<file path="config.mk">
export PLATFORM = sky130hd
export DESIGN_NAME = phy_reg_sequencer
export DESIGN_NICKNAME = d
export VERILOG_FILES = /design/src/rtl/physeq_pkg.sv /design/src/rtl/physeq_ctrl.sv /design/src/rtl/physeq_dpath.sv /design/src/rtl/phy_reg_sequencer.sv
export SDC_FILE = /design/constraint.sdc
export NUM_CORES = 1
export LEC_CHECK = 0
export BUFFER_PORTS_ARGS = -buffer_cell sky130_fd_sc_hd__buf_2
export CELL_PAD_IN_SITES_DETAIL_PLACEMENT = 0
export CELL_PAD_IN_SITES_GLOBAL_PLACEMENT = 1
export CORE_AREA = 2 2 128 130
export CTS_BUF_LIST = sky130_fd_sc_hd__clkbuf_8
export DETAILED_ROUTE_END_ITERATION = 6
export DIE_AREA = 0 0 130 132
export MAX_ROUTING_LAYER = met4
export PLACE_DENSITY = 0.69
export SETUP_SLACK_MARGIN = 0.4
export SLEW_MARGIN = 20
export SYNTH_ARGS = -nofsm -noshare
export SYNTH_HDL_FRONTEND = slang
export SYNTH_SLANG_ARGS = --single-unit
</file>
<file path="constraint.sdc">
create_clock -name clk -period 4.6 [get_ports clk]
set_input_delay 0.69 -clock clk [delete_from_list [all_inputs] [get_ports clk]]
set_output_delay 0.69 -clock clk [all_outputs]
set_load 0.01 [all_outputs]
</file>
<file path="src/rtl/physeq_pkg.sv">
`timescale 1ns/1ps
package physeq_pkg;
  typedef enum logic [1:0] {
    OP_READ  = 2'd0,
    OP_WRITE = 2'd1,
    OP_RMW   = 2'd2,
    OP_ALTRD = 2'd3
  } reqOp_e;

  typedef enum logic [2:0] {
    K_SEL_ADDR,
    K_PUT_ADDR,
    K_SEL_DATA,
    K_READ,
    K_WRITE
  } stepKind_e;

  typedef struct packed {
    logic      load;
    logic      capRead;
    stepKind_e kind;
  } ctrlStrobe_t;
endpackage

</file>
<file path="src/rtl/physeq_ctrl.sv">
`timescale 1ns/1ps
module physeq_ctrl
  import physeq_pkg::*;
(
  input  logic        clk,
  input  logic        rstN,
  input  logic        reqValid,
  input  reqOp_e      reqOp,
  input  logic        reqExt,
  input  reqOp_e      opQ,
  input  logic        cmdReady,
  input  logic        rspValid,
  input  logic        rspErr,
  output ctrlStrobe_t strb,
  output logic        cmdValid,
  output logic        busy,
  output logic        done,
  output logic        doneErr
);
  typedef enum logic [1:0] {S_IDLE, S_ISSUE, S_WAIT, S_FIN} state_e;

  state_e    state;
  stepKind_e kindQ;
  stepKind_e firstKind;
  stepKind_e nextKind;
  logic      errQ;
  logic      lastStep;
  logic      accept;

  assign accept = (state == S_IDLE) && reqValid;

  always_comb begin
    if (reqExt)                 firstKind = K_SEL_ADDR;
    else if (reqOp == OP_WRITE) firstKind = K_WRITE;
    else                        firstKind = K_READ;
  end

  always_comb begin
    nextKind = K_WRITE;
    lastStep = 1'b0;
    unique case (kindQ)
      K_SEL_ADDR: nextKind = K_PUT_ADDR;
      K_PUT_ADDR: nextKind = K_SEL_DATA;
      K_SEL_DATA: nextKind = (opQ == OP_WRITE) ? K_WRITE : K_READ;
      K_READ:     lastStep = (opQ != OP_RMW);
      K_WRITE:    lastStep = 1'b1;
      default:    lastStep = 1'b1;
    endcase
  end

  always_ff @(posedge clk) begin
    if (!rstN) begin
      state <= S_IDLE;
      kindQ <= K_READ;
      errQ  <= 1'b0;
    end else begin
      unique case (state)
        S_IDLE: if (accept) begin
          state <= S_ISSUE;
          kindQ <= firstKind;
          errQ  <= 1'b0;
        end
        S_ISSUE: if (cmdReady) state <= S_WAIT;
        S_WAIT: if (rspValid) begin
          if (rspErr) begin
            errQ  <= 1'b1;
            state <= S_FIN;
          end else if (lastStep) begin
            state <= S_FIN;
          end else begin
            kindQ <= nextKind;
            state <= S_ISSUE;
          end
        end
        S_FIN:   state <= S_IDLE;
        default: state <= S_IDLE;
      endcase
    end
  end

  assign strb.load    = accept;
  assign strb.capRead = (state == S_WAIT) && rspValid && !rspErr && (kindQ == K_READ);
  assign strb.kind    = kindQ;
  assign cmdValid     = (state == S_ISSUE);
  assign busy         = (state != S_IDLE);
  assign done         = (state == S_FIN);
  assign doneErr      = done && errQ;

  // a command once offered stays offered until taken
  a_r6_hold_offer: assert property (@(posedge clk) disable iff (!rstN)
    cmdValid && !cmdReady |=> cmdValid);

  // busy only starts after a request strobe
  a_r7_busy_from_req: assert property (@(posedge clk) disable iff (!rstN)
    $rose(busy) |-> $past(reqValid));

  // done lasts one cycle and the block is idle afterwards
  a_r9_done_pulse: assert property (@(posedge clk) disable iff (!rstN)
    done |=> !done && !busy);

  // an engine error leads straight to an error completion
  a_r8_err_abort: assert property (@(posedge clk) disable iff (!rstN)
    (state == S_WAIT) && rspValid && rspErr |=> done && doneErr && !cmdValid);
endmodule

</file>
<file path="src/rtl/physeq_dpath.sv">
`timescale 1ns/1ps
module physeq_dpath
  import physeq_pkg::*;
#(
  parameter int PHY_W     = 5,
  parameter int REG_W     = 5,
  parameter int DATA_W    = 16,
  parameter int REQ_REG_W = 16,
  parameter logic [REG_W-1:0]  CTRL_REG  = 5'h0D,
  parameter logic [REG_W-1:0]  DATA_REG  = 5'h0E,
  parameter logic [DATA_W-1:0] ADDR_WORD = 16'h001F,
  parameter logic [DATA_W-1:0] DATA_WORD = 16'h401F
) (
  input  logic                 clk,
  input  logic                 rstN,
  input  ctrlStrobe_t          strb,
  input  logic [PHY_W-1:0]     reqPhy,
  input  logic [REQ_REG_W-1:0] reqRegNum,
  input  logic [DATA_W-1:0]    reqWdata,
  input  logic [DATA_W-1:0]    reqSet,
  input  logic [DATA_W-1:0]    reqClr,
  input  reqOp_e               reqOp,
  input  logic [DATA_W-1:0]    rspData,
  output logic                 reqExt,
  output reqOp_e               opQ,
  output logic                 extQ,
  output logic                 cmdWrite,
  output logic [PHY_W-1:0]     cmdPhy,
  output logic [REG_W-1:0]     cmdReg,
  output logic [DATA_W-1:0]    cmdWdata,
  output logic [DATA_W-1:0]    rdData
);
  localparam logic [REQ_REG_W-1:0] DIRECT_MAX = REQ_REG_W'((1 << REG_W) - 1);

  logic [PHY_W-1:0]     phyQ;
  logic [REQ_REG_W-1:0] regNumQ;
  logic [DATA_W-1:0]    wdQ, setQ, clrQ, rdQ;
  logic [REG_W-1:0]     dataReg;
  logic [DATA_W-1:0]    merged;

  assign reqExt = reqRegNum > DIRECT_MAX;

  always_ff @(posedge clk) begin
    if (!rstN) begin
      phyQ    <= '0;
      regNumQ <= '0;
      wdQ     <= '0;
      setQ    <= '0;
      clrQ    <= '0;
      opQ     <= OP_READ;
      extQ    <= 1'b0;
      rdQ     <= '0;
    end else if (strb.load) begin
      phyQ    <= reqPhy;
      regNumQ <= reqRegNum;
      wdQ     <= reqWdata;
      setQ    <= reqSet;
      clrQ    <= reqClr;
      opQ     <= reqOp;
      extQ    <= reqExt;
      rdQ     <= '0;
    end else if (strb.capRead) begin
      rdQ     <= rspData;
    end
  end

  assign dataReg = extQ ? DATA_REG : regNumQ[REG_W-1:0];
  assign merged  = (rdQ & ~clrQ) | setQ;

  always_comb begin
    cmdWrite = 1'b1;
    cmdReg   = dataReg;
    cmdWdata = '0;
    unique case (strb.kind)
      K_SEL_ADDR: begin cmdReg = CTRL_REG; cmdWdata = ADDR_WORD; end
      K_PUT_ADDR: begin cmdReg = DATA_REG; cmdWdata = DATA_W'(regNumQ); end
      K_SEL_DATA: begin cmdReg = CTRL_REG; cmdWdata = DATA_WORD; end
      K_READ:     cmdWrite = 1'b0;
      K_WRITE:    cmdWdata = (opQ == OP_RMW) ? merged : wdQ;
      default:    cmdWrite = 1'b0;
    endcase
  end

  assign cmdPhy = phyQ;
  assign rdData = rdQ;

  // a new request clears the returned data
  a_r9_rd_cleared: assert property (@(posedge clk) disable iff (!rstN)
    strb.load |=> rdData == '0);

  // the write-back of a merge keeps every requested set bit
  a_r5_set_kept: assert property (@(posedge clk) disable iff (!rstN)
    (strb.kind == K_WRITE) && (opQ == OP_RMW) |-> (cmdWdata & setQ) == setQ);
endmodule

</file>
<file path="src/rtl/phy_reg_sequencer.sv">
`timescale 1ns/1ps
module phy_reg_sequencer
  import physeq_pkg::*;
#(
  parameter int PHY_W     = 5,
  parameter int REG_W     = 5,
  parameter int DATA_W    = 16,
  parameter int REQ_REG_W = 16,
  parameter logic [REG_W-1:0]  CTRL_REG  = 5'h0D,
  parameter logic [REG_W-1:0]  DATA_REG  = 5'h0E,
  parameter logic [DATA_W-1:0] ADDR_WORD = 16'h001F,
  parameter logic [DATA_W-1:0] DATA_WORD = 16'h401F
) (
  input  logic                 clk,
  input  logic                 rstN,
  input  logic                 reqValid,
  input  logic [1:0]           reqOp,
  input  logic [PHY_W-1:0]     reqPhy,
  input  logic [REQ_REG_W-1:0] reqRegNum,
  input  logic [DATA_W-1:0]    reqWdata,
  input  logic [DATA_W-1:0]    reqSet,
  input  logic [DATA_W-1:0]    reqClr,
  output logic                 busy,
  output logic                 done,
  output logic                 doneErr,
  output logic [DATA_W-1:0]    rdData,
  output logic                 cmdValid,
  input  logic                 cmdReady,
  output logic                 cmdWrite,
  output logic [PHY_W-1:0]     cmdPhy,
  output logic [REG_W-1:0]     cmdReg,
  output logic [DATA_W-1:0]    cmdWdata,
  input  logic                 rspValid,
  input  logic                 rspErr,
  input  logic [DATA_W-1:0]    rspData
);
  ctrlStrobe_t strb;
  reqOp_e      opQ;
  logic        reqExt;
  logic        extQ;

  physeq_ctrl ctrl_i (
    .clk(clk), .rstN(rstN), .reqValid(reqValid), .reqOp(reqOp_e'(reqOp)),
    .reqExt(reqExt), .opQ(opQ), .cmdReady(cmdReady), .rspValid(rspValid),
    .rspErr(rspErr), .strb(strb), .cmdValid(cmdValid), .busy(busy),
    .done(done), .doneErr(doneErr)
  );

  physeq_dpath #(
    .PHY_W(PHY_W), .REG_W(REG_W), .DATA_W(DATA_W), .REQ_REG_W(REQ_REG_W),
    .CTRL_REG(CTRL_REG), .DATA_REG(DATA_REG),
    .ADDR_WORD(ADDR_WORD), .DATA_WORD(DATA_WORD)
  ) dpath_i (
    .clk(clk), .rstN(rstN), .strb(strb), .reqPhy(reqPhy), .reqRegNum(reqRegNum),
    .reqWdata(reqWdata), .reqSet(reqSet), .reqClr(reqClr), .reqOp(reqOp_e'(reqOp)),
    .rspData(rspData), .reqExt(reqExt), .opQ(opQ), .extQ(extQ),
    .cmdWrite(cmdWrite), .cmdPhy(cmdPhy), .cmdReg(cmdReg),
    .cmdWdata(cmdWdata), .rdData(rdData)
  );

  // during an indirect sequence only the pair registers are touched, and the control one only by writes
  a_r3_pair_only: assert property (@(posedge clk) disable iff (!rstN)
    cmdValid && extQ |-> (cmdReg == CTRL_REG && cmdWrite) || cmdReg == DATA_REG);

  // command fields hold while the engine stalls
  a_r6_fields_stable: assert property (@(posedge clk) disable iff (!rstN)
    cmdValid && !cmdReady |=> $stable(cmdReg) && $stable(cmdWdata) && $stable(cmdWrite));
endmodule

</file>
==> results.yml <==
clock_tree:
  cts_sinks: 94
  cts.repair_timing.setup_buffer_count: 0
  cts.hold.buffers_added: 0
  htree_num_levels: 3
  worst_setup_hold_path_clk_slew_ns: 0.10
  cts_tree: "done"
  clk_path_buf_depth: 2
  clk_root_buffer_cell: "sky130_fd_sc_hd__clkbuf_8"
  clkLatencyLatePin_ns: 0.38
  post_cts_resized: 0
  numCtsBuffers: 9
detailed_routing:
  wl_per_cell_um: 14.9
  route.detailed.drc: 0
  dr.pass1.iters: 4
  drt_iter0_markers: 205
  via_count: 3899
  route.antenna.remaining_nets: 0
  wirelength_um: 12900
  routed_via_density: 4.50
sta:
  setup_total_negative_slack_ns: 0
  report.final.hold_viol_count: 0
  setup_clock_skew_after_layout_ns: 0.0177
  final.setup.worst_slack_ns: 1.54
  total_count_of_max_transition_violations_in_the_final_report: 0
  final.period_utilization: 0.664
  max_slew.worst_pin.slew_ns: 0.922
  final.min_clock_period_ns: 3.06
  setup_viol: 0
  achievable_frequency_ghz: 0.327
  rsz0062_at_grt: "no"
  slew_hr: 0.384
setup_path:
  kind_of_end_point_of_the_critical_path: "primary output"
  r2r_cells: 5
  ff2ff_setup_slack_ns: 2.49
  worst-endpoint-arrival_ns: 2.37
  cp-startpoint: "ctrl_i.kindQ[0]"
  worst_endpoint_required_time_ns: 3.91
  crit_reg_reg_endpoint: "dpath_i.regNumQ[0]"
  crit-reg2reg-launch: "ctrl_i.state[1]"
  worstSetupPathType: "reg -> out"
  crit_path_max_fanout: 12
  crit_end: "cmdWdata[5]"
  cp-start-kind: "flip-flop"
placement:
  buffer_ports.inserted: 139
  dpl.hpwl_um: 9600
  finalWeightedCongestion: 0.810
  placed_instance_area_mm2: 0.00500
  dp_worst_setup_slack_ns: 1.96
global_routing:
  grt_most_used_layer: "met2"
  met1_usage: 0.215
  grt_start_max_net_pins: 49
  number_of_global_route_vias_before_repair: 3711
  global_route.usage.total: 0.154
  grt_antenna_before_repair: 3
  global_route.usage.met2: 0.220
  grt-ovfl-total: 0
  first_pass_grt_wire_length_um: 19900
  grt_util_met3: 0.0260
power:
  worst_ir_drop_vdd_v: 0.000130
  leakage_nw: 2.15
  cellPowerDensity_mw_per_mm2: 352
logic_synthesis:
  postSynthNetCount: 614
  postSynthRegisterBits: 94
  yosys_warnings: 0
  syn_inst: 521
  mappedNetlistArea_mm2: 0.00416
  ys_dominant_reg_cell: "sky130_fd_sc_hd__dfxtp_1"
  post-synth-top-area-cell: "sky130_fd_sc_hd__dfxtp_1"
  post-synth-top-area-fraction: 0.453
  synth_common_cells: "sky130_fd_sc_hd__nand2_1, sky130_fd_sc_hd__dfxtp_1, sky130_fd_sc_hd__a21boi_0"
  synth_enable_flop_cells: 0
  ys_async_sr_fraction: 0
  syn-mean-instance-area_um2: 7.98
  yosysUniqueCellTypes: 39
  synth_sequential_area_ratio: 0.453
  cells_taking_the_most_area_after_synthesis: "sky130_fd_sc_hd__dfxtp_1, sky130_fd_sc_hd__nand2_1, sky130_fd_sc_hd__a21boi_0"
  yosys.cell_count.top_type: "sky130_fd_sc_hd__nand2_1"
finish:
  layout.cell_area.non_filler_mm2: 0.00525
  area.growth.synth_to_final_pct: 26.3
  num-nets-final: 735
  fraction_of_final_layout_cells_sized_beyond_drive_strength_1: 0.264
floorplanning:
  coreArea_mm2: 0.0157
  fp.dieH_um: 132
  io_pins: 140
  initial_core_util: 0.264
  die_w_um: 130
  std_cell_rows: 46
  design.die.area_mm2: 0.0172
status:
  status: "completed"
job:
  maxCapViolCount: 0
worst_hold_path:
  hp-class: "reg -> reg"
==> cell usage in the layout (no fill, tap or decap), types with 5 or more instances in the layout <==
master,count
sky130_fd_sc_hd__buf_4,5
sky130_fd_sc_hd__mux2i_1,17
sky130_fd_sc_hd__dfxtp_1,94
sky130_fd_sc_hd__a21boi_1,10
sky130_fd_sc_hd__clkbuf_8,11
sky130_fd_sc_hd__nand2_1,159
sky130_fd_sc_hd__buf_2,139
sky130_fd_sc_hd__a21boi_0,66
sky130_fd_sc_hd__nor2_1,27
sky130_fd_sc_hd__inv_1,19
sky130_fd_sc_hd__a21oi_1,6
sky130_fd_sc_hd__o21ai_0,30
sky130_fd_sc_hd__o22ai_1,22
==> cells by family after synthesis <==
kind of cell           synth area share
and+or+nand+nor                   0.218
buffers and inverters            0.0566
DFF                               0.453
muxes                            0.0410
AOI/OAI and AO/OA                 0.231
==> where the power goes <==
| group | internal (mW) | switching [mW] | total, mW |
|---|---|---|---|
| clock network | 0.341 | 0.317 | 0.658 |
| logic | 0.119 | 0.171 | 0.291 |
| registers | 0.863 | 0.0359 | 0.898 |
==> layer usage <==
layer | up-vias | part of all wire | wire length, µm
met1 | 1783 | 0.49 | 6320
met3 | 21 | 0.057 | 728
met5 | - | 0 | 0
met4 | 0 | 0.024 | 308
met2 | 121 | 0.43 | 5510
li1 | 1974 | - | -
==> worst min-delay path by stage <==
stage / from / endpoint / slack, ns / depth (start not counted)
global route: dpath_i.clrQ[3] / dpath_i.clrQ[3] / 0.48 / 2
CTS: ctrl_i.errQ / ctrl_i.errQ / 0.47 / 2
global placement: ctrl_i.errQ / ctrl_i.errQ / 0.44 / 2
detailed placement: ctrl_i.errQ / ctrl_i.errQ / 0.45 / 2
finish: ctrl_i.errQ / ctrl_i.errQ / 0.46 / 2
floorplan: ctrl_i.errQ / ctrl_i.errQ / 0.43 / 2
==> worst max-delay path: stages, from the launching register on <==
cell and delay [ns]:
sky130_fd_sc_hd__dfxtp_1 0.54, sky130_fd_sc_hd__nor2b_1 0.26, sky130_fd_sc_hd__nor2b_1 0.77, sky130_fd_sc_hd__nand2_1 0.11
sky130_fd_sc_hd__o21ai_0 0.13, sky130_fd_sc_hd__buf_2 0.18
==> sequential cells by signal, indices dropped and copies added (netlist names) <==
register         flops
ctrl_i.kindQ         3
ctrl_i.state         2
ctrl_i.errQ          1
dpath_i.cmdPhy       5
dpath_i.opQ          2
dpath_i.clrQ        16
dpath_i.rdData      16
dpath_i.wdQ         16
dpath_i.setQ        16
dpath_i.extQ         1
dpath_i.regNumQ     16
==> metrics by stage <==
stage / util / total power [mW] / hold WS, ns / std cells
detailed placement: 0.318 / 1.21 / 0.446 / 847
finish: 0.334 / 1.85 / 0.464 / 866
floorplan: - / 1.09 / 0.428 / 521
global placement: 0.318 / 1.21 / 0.443 / 847
CTS: 0.333 / 1.87 / 0.469 / 863
global route: 0.334 / 1.94 / 0.484 / 866
==> layout make-up <==
class	count	area [µm²]
repair buffers	144	733
multi-input cells	374	2040
inverters	19	71.3
fillers	1700	10500
clock buffers	11	151
flip-flops and latches	94	1880
clock inverters	5	86.3
well taps	216	270
diodes	3	7.51
Note: power is estimated with default switching activity, not from simulation.
